**src/rtl/pwm_bank_pkg.sv**
```systemverilog
package pwm_bank_pkg;
  // Raw (non-inverted) channel level: high for counts 0..duty inclusive.
  function automatic logic raw_level(input logic [15:0] count, input logic [15:0] duty);
    return count <= duty;
  endfunction
endpackage

```
**src/rtl/pwm_step_counter.sv**
```systemverilog
module pwm_step_counter #(
  parameter int DW = 8
) (
  input  logic          clk,
  input  logic          rst_n,
  input  logic          tick,
  input  logic          halt,
  output logic [DW-1:0] count,
  output logic          advance,
  output logic          wrap
);
  localparam logic [DW-1:0] LAST = {DW{1'b1}};

  assign advance = tick & ~halt;
  assign wrap    = advance & (count == LAST);

  always_ff @(posedge clk or negedge rst_n) begin
    if (!rst_n)       count <= '0;
    else if (advance) count <= count + 1'b1;
  end
endmodule

```
**src/rtl/pwm_ctrl_reg.sv**
```systemverilog
module pwm_ctrl_reg #(
  parameter int NCH = 6
) (
  input  logic           clk,
  input  logic           rst_n,
  input  logic           wr,
  input  logic [NCH-1:0] en_d,
  input  logic           pol_d,
  input  logic           halt_d,
  output logic [NCH-1:0] en_q,
  output logic           pol_q,
  output logic           halt_q
);
  always_ff @(posedge clk or negedge rst_n) begin
    if (!rst_n) begin
      en_q   <= '0;
      pol_q  <= 1'b0;
      halt_q <= 1'b0;
    end else if (wr) begin
      en_q   <= en_d;
      pol_q  <= pol_d;
      halt_q <= halt_d;
    end
  end
endmodule

```
**src/rtl/pwm_chan.sv**
```systemverilog
module pwm_chan
  import pwm_bank_pkg::*;
#(
  parameter int DW = 8
) (
  input  logic          clk,
  input  logic          rst_n,
  input  logic          wr,
  input  logic [DW-1:0] wdata,
  input  logic          wrap,
  input  logic [DW-1:0] count,
  input  logic          pol,
  input  logic          en,
  input  logic          gpio,
  output logic          pin,
  output logic [DW-1:0] active
);
  logic [DW-1:0] held;
  logic          level;

  always_ff @(posedge clk or negedge rst_n) begin
    if (!rst_n) begin
      held   <= '0;
      active <= '0;
    end else begin
      if (wr)   held   <= wdata;
      if (wrap) active <= held;
    end
  end

  assign level = raw_level(16'(count), 16'(active)) ^ pol;
  assign pin   = en ? level : gpio;
endmodule

```
**src/rtl/pwm_bank.sv**
```systemverilog
module pwm_bank #(
  parameter int NCH = 6,
  parameter int DW  = 8
) (
  input  logic           clk,
  input  logic           rst_n,
  input  logic           step_tick,
  input  logic [NCH-1:0] duty_wr,
  input  logic [DW-1:0]  duty_wdata,
  input  logic           ctrl_wr,
  input  logic [NCH-1:0] ctrl_en_wdata,
  input  logic           ctrl_pol_wdata,
  input  logic           ctrl_halt_wdata,
  input  logic [NCH-1:0] gpio_out,
  output logic [NCH-1:0] pwm_pin
);
  logic [DW-1:0]     count;
  logic              advance;
  logic              wrap;
  logic [NCH-1:0]    chan_en;
  logic              pol;
  logic              halt;
  logic [NCH*DW-1:0] active_flat;

  pwm_ctrl_reg #(.NCH(NCH)) u_ctrl (
    .clk(clk), .rst_n(rst_n), .wr(ctrl_wr),
    .en_d(ctrl_en_wdata), .pol_d(ctrl_pol_wdata), .halt_d(ctrl_halt_wdata),
    .en_q(chan_en), .pol_q(pol), .halt_q(halt)
  );

  pwm_step_counter #(.DW(DW)) u_cnt (
    .clk(clk), .rst_n(rst_n), .tick(step_tick), .halt(halt),
    .count(count), .advance(advance), .wrap(wrap)
  );

  for (genvar g = 0; g < NCH; g++) begin : g_chan
    pwm_chan #(.DW(DW)) u_chan (
      .clk(clk), .rst_n(rst_n), .wr(duty_wr[g]), .wdata(duty_wdata),
      .wrap(wrap), .count(count), .pol(pol), .en(chan_en[g]),
      .gpio(gpio_out[g]), .pin(pwm_pin[g]),
      .active(active_flat[g*DW +: DW])
    );
  end
endmodule

```
**config.mk**
```make
export PLATFORM = sky130hd
export DESIGN_NAME = pwm_bank
export DESIGN_NICKNAME = d
export VERILOG_FILES = /design/src/rtl/pwm_bank_pkg.sv /design/src/rtl/pwm_step_counter.sv /design/src/rtl/pwm_ctrl_reg.sv /design/src/rtl/pwm_chan.sv /design/src/rtl/pwm_bank.sv
export SDC_FILE = /design/constraint.sdc
export NUM_CORES = 1
export LEC_CHECK = 0
export BUFFER_PORTS_ARGS = -buffer_cell sky130_fd_sc_hd__buf_2
export CAP_MARGIN = 20
export CORE_MARGIN = 4
export CORE_UTILIZATION = 60
export CTS_CLUSTER_SIZE = 24
export DETAILED_ROUTE_END_ITERATION = 10
export GPL_TIMING_DRIVEN = 0
export PLACE_DENSITY = 0.89
export SYNTH_ARGS = -nofsm -noshare
export SYNTH_HDL_FRONTEND = slang
export SYNTH_HIERARCHICAL = 1
export SYNTH_SLANG_ARGS = --single-unit
```
**constraint.sdc**
```tcl
create_clock -name clk -period 3.14 [get_ports clk]
set_clock_uncertainty 0.05 [all_clocks]
set_input_delay 0.157 -clock clk [delete_from_list [all_inputs] [get_ports clk]]
set_output_delay 0.157 -clock clk [all_outputs]
set_load 0.1 [all_outputs]
```
==> out/metrics.yaml, run 1 <==
run_status:
  status: "finished clean"
yosys:
  synth-seq-cells: 112
  synth_top_area_share_pct: 49.4
  ys_top_cells_by_area: "dfrtp_1 49%, mux2_2 11%, ha_1 11%, o21ai_0 4.3%, inv_1 3.6%"
  synth_area_um2: 5670
  synthDistinctLibCells: 32
  postSynthAreaPerCell_um2: 11.3
  async_flop_share_pct: 100
  yosysTopAreaCell: "dfrtp_1"
  synth_most_common_cell: "dfrtp_1"
  syn_inst: 502
  syn_nets: 583
  yosysSeqAreaShare_pct: 49.4
  synth_edf_count: 0
  synth-warning-count: 6
  synth_ff_type: "dfrtp_1"
  synthTopCellsByCount: "112 x dfrtp_1, 55 x mux2_2, 54 x inv_1, 51 x nand2_1"
worst_setup_path:
  cp_top_family: "flip-flops"
  worst_setup_path_start_kind: "flop"
  crit_path_end_kind: "output pin"
  crit_fanout: 8
  timing.critical_path.buf_inv: 1
  cpMaxStageDelayCell: "dfrtp_1"
  crit_chain: "ha_1 > a21oi_1 > o21ai_1 > or3_1 > o211ai_1 > buf_2"
  required_ns: 2.93
  worstPathArrival_ns: 2.70
  critPathMaxStageDelay_ns: 0.67
  crit_type: "reg2out"
clock_network:
  tritoncts: "yes"
  root_buffer: "clkbuf_8"
  htreeDepth: 3
  cts_buffers: 9
  clockBufferDepth: 2
  cts-resized-gates: 0
  insertion_delay_ns: 0.38
  clk_pin_slew_ns: 0.12
  clock-sinks: 112
sta:
  finalSetupTns_ns: 0
  tightestPinTransition_ns: 0.741
  rsz0062_at_grt: "no"
  final.min_clock_period_ns: 2.91
  max_clock_freq_mhz: 344
  finalMaxSlewViolations: 0
  setup_viol: 0
  slew_headroom_pct: 50.6
  finalHoldViolCount: 0
  period_share_pct: 92.7
detailed_routing:
  via_per_inst: 6.09
  ant_nets: 0
  route.vias.total: 4189
  first_iter_violations: 366
  totalWireLength_um: 13400
  drcViolationCount: 0
  wl_per_cell_um: 19.5
  dr.pass1.iters: 5
die:
  die_area_um2: 11100
  row_count: 35
  core_um2: 9240
  die_height_um: 105
  start_util_pct: 61.4
  die_w_um: 105
  io_pins: 38
global_route:
  grt_pass1_wl_um: 21400
  grt_use_total_pct: 25.0
  grt_max_degree: 71
  antenna_found_initial: 0
  grt_pass1_vias: 4260
  overflow: 0
final_layout:
  regArea_um2: 2800
  fill_cells: 612
  final_nets: 635
  syn_to_final_growth_pct: 11.4
  multi_input_area_um2: 2600
  final_util_pct: 68.4
  drive_above_1_share_pct: 24.2
  diodes: 0
power_and_ir_drop:
  swShare_pct: 35.0
  peakVddDrop_v: 0.000309
  p_int_mw: 2.16
  p_leak_nw: 3.06
  comb_power_share_pct: 20.9
  pwr_density_cell_nw_per_um2: 526
  pwr-share-seq_pct: 53.3
  p_switching_mw: 1.17
  clkPwrFrac_pct: 25.7
place:
  gp_congestion: 0.834
  dp_hpwl_um: 8780
  io_buffers: 30
min_path:
  hold_class: "in2reg"
job:
  maxCapViolations: 0
area by class of cell:
| type | count | area share, % |
|---|---|---|
| timing repair buffer | 41 | 4.52 |
| sequential | 112 | 44.4 |
| clock inverter | 7 | 1.23 |
| clock buffer | 9 | 1.96 |
| tap | 129 | 2.55 |
| multi-input combinational | 323 | 41.2 |
| inverter | 54 | 3.21 |
| buffer | 13 | 0.990 |
cell families after synthesis:
family          after synthesis  synth area share, %
xor+xnor                      7                 1.08
fa+ha+maj                    49                 10.8
compound gates              108                 11.8
buf+inv                      67                 4.68
mux                          63                 13.0
flops                       112                 49.4
simple gates                 96                 9.12
layout by cell type (no fill, tap or decap), types with 7 or more instances in the layout:
| cell type | n |
|---|---|
| clkbuf_8 | 9 |
| dfrtp_1 | 112 |
| o21ai_0 | 49 |
| o211ai_1 | 12 |
| nand4_1 | 8 |
| mux2_2 | 55 |
| clkbuf_1 | 7 |
| inv_1 | 54 |
| ha_1 | 49 |
| mux2_4 | 8 |
| nand2_1 | 51 |
| a21oi_1 | 24 |
| buf_2 | 34 |
| dlygate4sd3_1 | 9 |
flip-flops by register name, indices dropped and copies added (netlist names):
name / count
g_chan.u_chan/active: 48
g_chan.u_chan/held: 48
u_ctrl/pol_q: 1
u_ctrl/en_q: 6
u_ctrl/halt_q: 1
u_cnt/count: 8
path summary, 6_finish.rpt:
check | from | endpoint | slack, ns | cells past startpoint
max | u_cnt/count[7]$_DFFE_PN0P_ | pwm_pin[4] | 0.23 | 6
min | ctrl_wr | u_ctrl/en_q[0]$_DFFE_PN0P_ | 0.10 | 2
max reg2reg | u_cnt/count[1]$_DFFE_PN0P_ | g_chan[4].u_chan/active[3]$_DFFE_PN0P_ | 0.29 | 6
min reg2reg | g_chan[4].u_chan/held[5]$_DFFE_PN0P_ | g_chan[4].u_chan/active[5]$_DFFE_PN0P_ | 0.44 | 2
max in group asynchronous | rst_n | g_chan[3].u_chan/held[6]$_DFFE_PN0P_ | 2.06 | 3
min in group asynchronous | rst_n | u_ctrl/halt_q$_DFFE_PN0P_ | 0.25 | 2
timing repair:
action | CTS | global route
setup buffers | 0 | 0
setup endpoints to repair | 0 | 0
hold buffers | 9 | 0
hold endpoints to repair | 50 | 0
power groups by stage:
stage | Clock [mW] | Combinational [mW] | Sequential (mW)
after global placement | 0 | 0.605 | 1.79
after floorplan | 0 | 0.496 | 1.69
after global routing | 0.927 | 0.757 | 1.79
after CTS | 0.867 | 0.686 | 1.77
after detailed placement | 0 | 0.666 | 1.79
final | 0.856 | 0.696 | 1.77
metal layers:
metal  up-vias  wire, um  global-route usage [%]
met3        54       709                    3.46
met4         0       602                    13.5
met5         -         0                       0
li1       1872         -                       -
met2       171      6720                    42.5
met1      2092      5400                    30.6
worst register-to-register path: stages, from the launching register on:
cell,delay (ns)
dfrtp_1,0.69
ha_1,0.27
and4b_1,0.26
and3_1,0.66
buf_8,0.25
clkbuf_1,0.38
o21ai_0,0.16
metrics by stage:
stage | total power [mW] | std cells | hold slack [ns] | setup WS (ns) | area (um^2)
after floorplan | 2.18 | 502 | -0.189 | 0.133 | 5670
after global placement | 2.39 | 661 | 0.338 | 0.295 | 5980
after detailed placement | 2.46 | 663 | 0.139 | 0.392 | 6030
after CTS | 3.32 | 688 | 0.102 | 0.245 | 6320
after global routing | 3.47 | 688 | 0.0845 | 0.135 | 6320
final | 3.33 | 688 | 0.104 | 0.230 | 6320
(Power assumes the default switching activity.)
==> inputs of run 2 (changes only) <==
--- a/config.mk
+++ b/config.mk
@@ -7,12 +7,14 @@
 export LEC_CHECK = 0
 export BUFFER_PORTS_ARGS = -buffer_cell sky130_fd_sc_hd__buf_2
 export CAP_MARGIN = 20
+export CORE_ASPECT_RATIO = 2
 export CORE_MARGIN = 4
 export CORE_UTILIZATION = 60
 export CTS_CLUSTER_SIZE = 24
 export DETAILED_ROUTE_END_ITERATION = 10
 export GPL_TIMING_DRIVEN = 0
 export PLACE_DENSITY = 0.89
+export SKIP_CTS_REPAIR_TIMING = 1
 export SYNTH_ARGS = -nofsm -noshare
 export SYNTH_HDL_FRONTEND = slang
 export SYNTH_HIERARCHICAL = 1
==> run 2 against run 1 <==
The flow now finishes with violations (hold timing). Combinational power barely moved. Sequential share of layout area rose by 0.070 points. Critical path depth did not move. Sequential cell count did not move. First-iteration DRC count fell by 15%. Power rose by 5.7%. Clock power rose by 23%. Utilization fell by 0.70 points. Hold slack got worse by 0.11 ns. Non-clock buffer count fell by 5. Clock-buffer cell count rose by 3. Critical path type unchanged.
==> out/metrics.yaml, run 2 (same netlist as run 1, synthesis figures left out) <==
detailed_routing:
  wl_per_cell_um: 20.3  # +3.7%
  first_iter_violations: 312  # -15%
  via_per_inst: 6.22  # +2.1%
  dr.pass1.iters: 6  # +1
  ant_nets: 0  # unchanged
  totalWireLength_um: 13300  # -1.1%
  route.vias.total: 4078  # -2.6%
  drcViolationCount: 0  # unchanged
die:
  die_w_um: 76.7  # -27%
  die_area_um2: 11200  # +0.85%
  core_um2: 9320  # +0.88%
  io_pins: 38  # unchanged
  start_util_pct: 60.8  # -0.54 points
  die_height_um: 145  # +38%
  row_count: 50  # +43%
final_layout:
  final_common_cell: "dfrtp_1"
  final_nets: 630  # -0.79%
  layout_common_cells: "112 x dfrtp_1, 55 x mux2_2, 54 x inv_1, 51 x nand2_1"
  syn_to_final_growth_pct: 11.3
  top_regs: "g_chan.u_chan/active x48, g_chan.u_chan/held x48, u_cnt/count x8"
  final_util_pct: 67.7  # -0.70 points
  diodes: 0  # unchanged
  drive_above_1_share_pct: 23.9  # -0.24 points
sta:
  finalSetupTns_ns: 0  # unchanged
  period_share_pct: 92.1  # -0.60 points
  slew_headroom_pct: 47.5  # -3.1 points
  max_clock_freq_mhz: 346  # +0.66%
  finalHoldViolCount: 2  # +2
  whs_ns: -0.00155  # -0.106 ns
  setup_slack_ns: 0.248  # +0.0190 ns
  finalMaxSlewViolations: 0  # unchanged
  tightestPinTransition_ns: 0.787  # +0.0465 ns
  rsz0062_at_grt: "no"
  setup_viol: 0  # unchanged
  final.min_clock_period_ns: 2.89  # -0.0190 ns
clock_network:
  clock-sinks: 112  # unchanged
  insertion_delay_ns: 0.34  # -0.04 ns
  tritoncts: "yes"
  root_buffer: "clkbuf_16"
  clk_pin_slew_ns: 0.07  # -0.05 ns
  cts_buffers: 9  # unchanged
  clockBufferDepth: 2  # unchanged
  htreeDepth: 3  # unchanged
global_route:
  antenna_found_initial: 0  # unchanged
  grt_pass1_wl_um: 21500  # +0.19%
  overflow: 0  # unchanged
  grt_max_degree: 75  # +5.6%
  grt_use_total_pct: 24.9  # about the same
  grt_pass1_vias: 4368  # +2.5%
worst_setup_path:
  crit_chain: "ha_1 > a21oi_1 > o21ai_1 > or3_1 > o211ai_1 > buf_2"
  worst_setup_path_start_kind: "flop"
  crit_path_end_kind: "output pin"
  cpMaxStageDelayCell: "dfrtp_1"
  crit_type: "reg2out"
  required_ns: 2.93  # about the same
  worstPathArrival_ns: 2.68  # -0.02 ns
  critPathMaxStageDelay_ns: 0.68  # about the same
  crit_fanout: 9  # +1
run_status:
  status: "finished with violations"
  violations: "hold timing"
power_and_ir_drop:
  p_leak_nw: 3.07  # +0.39%
  peakVddDrop_v: 0.000354  # +15%
  pwr_density_cell_nw_per_um2: 558  # +5.9%
place:
  gp_congestion: 0.840  # +0.77%
  dp_hpwl_um: 9270  # +5.6%
  dp_slack_ns: 0.441  # +0.0497 ns
  io_buffers: 30  # unchanged
min_path:
  hold_class: "in2reg"
job:
  maxCapViolations: 0  # unchanged
[run 2: area by class of cell]
cell class                 count  area, um^2
fill                         648        3010
clock inverter                 2        16.3
buffer                        13        62.6
sequential                   112        2800
inverter                      54         203
tap                          104         130
timing repair buffer          36         235
clock buffer                  12         256
multi-input combinational    323        2600
[run 2: critical path, delay by kind of cell, from the launching register on]
| family | cells | cell delay, ns |
|---|---|---|
| AND/OR/NAND/NOR | 1 | 0.32 |
| flip-flops | 1 | 0.68 |
| AO/OA/AOI/OAI | 3 | 0.51 |
| adder cells (fa/ha/maj) | 1 | 0.35 |
| buffers and inverters | 1 | 0.48 |
[run 2: report_power, final]
group	switching, mW	total (mW)	internal [mW]	leakage [nW]
clock network	0.475	1.05	0.575	0.131
registers	0.223	1.77	1.55	1.21
logic	0.401	0.696	0.295	1.73
total	1.10	3.52	2.42	3.07
[run 2: metrics by stage]
stage               hold slack (ns)  std cells  area [um^2]  power (mW)
detailed placement            0.110        638         5990        2.47
finish                     -0.00155        656         6310        3.52
CTS                          -0.258        652         6270        3.52
global route                0.00249        656         6310        3.67
global placement              0.338        636         5950        2.39
floorplan                    -0.189        502         5670        2.18
[run 2: layer usage]
metal / up-vias / wire length [um] / global-route usage (%)
met5: - / 0 / 0
met4: 0 / 703 / 14.6
met3: 51 / 709 / 4.34
met2: 158 / 7130 / 44.2
met1: 2011 / 4740 / 27.4
li1: 1858 / - / -
[run 2: final timing paths]
kind,start,end,depth (start not counted),slack [ns]
setup / recovery,u_cnt/count[5]$_DFFE_PN0P_,pwm_pin[5],6,0.25
hold / removal,ctrl_en_wdata[0],u_ctrl/en_q[0]$_DFFE_PN0P_,2,-0.002
setup reg to reg,u_cnt/count[1]$_DFFE_PN0P_,g_chan[3].u_chan/active[1]$_DFFE_PN0P_,7,0.35
hold reg to reg,g_chan[2].u_chan/held[7]$_DFFE_PN0P_,g_chan[2].u_chan/active[7]$_DFFE_PN0P_,2,0.43
max in group asynchronous,rst_n,g_chan[3].u_chan/held[2]$_DFFE_PN0P_,3,2.03
min in group asynchronous,rst_n,u_ctrl/en_q[1]$_DFFE_PN0P_,2,0.28
==> inputs of run 3 (changes only) <==
--- a/config.mk
+++ b/config.mk
@@ -5,6 +5,7 @@
 export SDC_FILE = /design/constraint.sdc
 export NUM_CORES = 1
 export LEC_CHECK = 0
+export ABC_AREA = 1
 export BUFFER_PORTS_ARGS = -buffer_cell sky130_fd_sc_hd__buf_2
 export CAP_MARGIN = 20
 export CORE_ASPECT_RATIO = 2
==> constraint.sdc (replaced) <==
create_clock -name clk -period 3.14 [get_ports clk]
set_clock_uncertainty 0.05 [all_clocks]
set_input_delay 0.628 -clock clk [delete_from_list [all_inputs] [get_ports clk]]
set_output_delay 0.628 -clock clk [all_outputs]
set_load 0.1 [all_outputs]
==> run 3 against run 2 <==
The flow now finishes without violations. Combinational power down 12%. Final cell count is 15% higher. Sequential share of layout area hardly changed. Power increased by 3.5%. Die area fell by 0.33%.
==> out/metrics.yaml, run 3 <==
run_status:
  status: "finished clean"
global_route:
  grt_use_total_pct: 25.1  # +0.21 points
  grt_pass1_wl_um: 21600  # +0.45%
  grt_busiest_layer: "met2"
  met2_usage_pct: 44.1  # -0.14 points
  antenna_found_initial: 0  # unchanged
  grt_pass1_vias: 4492  # +2.8%
  grt_max_degree: 69  # -8.0%
  met3_usage_pct: 4.71  # +0.38 points
  overflow: 0  # unchanged
  use_met1_pct: 27.2  # -0.28 points
yosys:
  synth-warning-count: 6  # unchanged
  yosysTopAreaCell: "dfrtp_1"
  synth_most_common_cell: "nand2_1"
  synth_area_um2: 5650  # -0.35%
  async_flop_share_pct: 100  # unchanged
  synth_edf_count: 0  # unchanged
  synthDistinctLibCells: 20  # -38%
  syn_nets: 689  # +18%
  postSynthAreaPerCell_um2: 9.29  # -18%
  synthTopCellsByCount: "167 x nand2_1, 112 x dfrtp_1, 85 x inv_1, 49 x ha_1, 49 x o21ai_0"
  synth-seq-cells: 112  # unchanged
  syn_inst: 608  # +21%
  synth_top_area_share_pct: 49.6  # +0.18 points
  synth_ff_type: "dfrtp_1"
  ys_top_cells_by_area: "dfrtp_1 50%, nand2_1 11%, ha_1 11%, inv_1 5.6%, mux2_2 5.4%"
  yosysSeqAreaShare_pct: 49.6  # +0.18 points
final_layout:
  top_regs: "g_chan.u_chan/active x48, g_chan.u_chan/held x48, u_cnt/count x8"
  final_nets: 732  # +16%
  diodes: 0  # unchanged
  layout_common_cells: "167 x nand2_1, 109 x dfrtp_1, 85 x inv_1, 49 x o21ai_0, 49 x ha_1"
  multi_input_area_um2: 2430  # -6.5%
  final_area_um2: 6320  # +0.24%
  final_util_pct: 69.7  # +2.0 points
  drive_above_1_share_pct: 17.7  # -6.2 points
  regArea_um2: 2810  # +0.13%
  syn_to_final_growth_pct: 11.9
  final_common_cell: "nand2_1"
  fill_cells: 620  # -4.3%
  stdcell_count: 757  # +15%
die:
  start_util_pct: 62.3  # +1.4 points
  die_height_um: 145  # -0.16%
  core_um2: 9070  # -2.7%
  row_count: 49  # -2.0%
  io_pins: 38  # unchanged
  die_w_um: 76.6  # -0.16%
  die_area_um2: 11100  # -0.33%
sta:
  slew_headroom_pct: 36.3  # -11 points
  finalSetupTns_ns: 0  # unchanged
  max_clock_freq_mhz: 333  # -3.7%
  finalMaxSlewViolations: 0  # unchanged
  setup_slack_ns: 0.137  # -0.111 ns
  tightestPinTransition_ns: 0.954  # +0.166 ns
  period_share_pct: 95.6  # +3.5 points
  setup_viol: 0  # unchanged
  whs_ns: 0.335  # +0.336 ns
  finalHoldViolCount: 0  # -2
  rsz0062_at_grt: "no"
  final.min_clock_period_ns: 3.00  # +0.111 ns
detailed_routing:
  first_iter_violations: 338  # +8.3%
  wl_per_cell_um: 17.7  # -13%
  totalWireLength_um: 13400  # +0.61%
  via_per_inst: 5.71  # -8.1%
  ant_nets: 0  # unchanged
  drcViolationCount: 0  # unchanged
  dr.pass1.iters: 6  # unchanged
  route.vias.total: 4323  # +6.0%
worst_setup_path:
  crit_path_end_kind: "output pin"
  required_ns: 2.46  # -0.47 ns
  crit_type: "reg2out"
  crit_fanout: 9  # unchanged
  worstPathArrival_ns: 2.32  # -0.36 ns
  worst_setup_path_start_kind: "flop"
power_and_ir_drop:
  pwr_density_cell_nw_per_um2: 576  # +3.2%
  p_leak_nw: 3.39  # +10%
  peakVddDrop_v: 0.000554  # +57%
  finalPower_mw: 3.64  # +3.5%
clock_network:
  clk_pin_slew_ns: 0.07  # about the same
  htreeDepth: 3  # unchanged
  clockBufferDepth: 2  # unchanged
  insertion_delay_ns: 0.35  # about the same
  tritoncts: "yes"
  root_buffer: "clkbuf_16"
  cts_buffers: 9  # unchanged
  clock-sinks: 112  # unchanged
place:
  dp_hpwl_um: 9170  # -1.1%
  gp_congestion: 0.825  # -1.8%
  io_buffers: 30  # unchanged
  place_inst: 742  # +16%
  placed_area_um2: 5970  # -0.46%
  dp_slack_ns: 0.386  # -0.0558 ns
min_path:
  hold_class: "in2async"
job:
  maxCapViolations: 0  # unchanged
==> run 3: cell types whose count changed after synthesis, moves of 15 or more <==
cell,previous run,this run
nand3_1,1,16
mux2_1,0,15
inv_1,54,85
mux2_2,55,27
nand2_1,51,167
==> run 3: cell families after synthesis <==
group	after synthesis	share of synthesized area [%]
AOI/OAI and AO/OA	73	6.73
muxes	42	8.37
adders and majority gates	49	10.9
xor gates and xnor gates	2	0.310
buffers and inverters	105	7.38
and+or+nand+nor	225	16.7
DFF	112	49.6
==> run 3: cell type report <==
type	instances	share of cell area, %
Sequential cell	112	44.4
Multi-Input combinational cell	391	38.5
Inverter	92	5.46
Clock buffer	12	3.90
Timing Repair Buffer	32	3.21
Tap cell	102	2.02
Clock inverter	3	1.42
Buffer	13	1.13
==> run 3: worst max-delay path, cell delays in order, from the launching register on <==
cell	delay, ns
dfrtp_1	0.59
ha_1	0.42
nand2_1	0.08
inv_2	0.06
nand2_1	0.06
nand2_1	0.06
nand2_1	0.07
nand2_2	0.07
nand2_1	0.05
nand2_1	0.06
nand3_1	0.07
nand2_1	0.06
clkbuf_4	0.32
==> run 3: path summary, 6_finish.rpt <==
| path | from | to | slack, ns | cells past startpoint |
|---|---|---|---|---|
| worst max-delay path | u_cnt/count[2]$_DFFE_PN0P_ | pwm_pin[5] | 0.14 | 12 |
| worst min-delay path | rst_n | g_chan[1].u_chan/held[6]$_DFFE_PN0P_ | 0.33 | 1 |
| worst max register to register | u_cnt/count[1]$_DFFE_PN0P_ | g_chan[5].u_chan/active[6]$_DFFE_PN0P_ | 0.24 | 9 |
| worst min register to register | u_ctrl/halt_q$_DFFE_PN0P_ | u_ctrl/halt_q$_DFFE_PN0P_ | 0.44 | 2 |
| max in group asynchronous | rst_n | u_cnt/count[7]$_DFFE_PN0P_ | 1.94 | 2 |
| min in group clk | ctrl_en_wdata[4] | u_ctrl/en_q[4]$_DFFE_PN0P_ | 0.43 | 3 |
==> run 3: report_power, final <==
group	switching (mW)	internal (mW)
Clock	0.485	0.798
Sequential	0.196	1.55
Combinational	0.387	0.228
Total	1.07	2.57
==> run 3: metal layers <==
layer	up-vias	share of wire, %
met1	2086	37
met2	163	53
met4	0	5.7
met5	-	0
met3	52	5.2
li1	2022	-
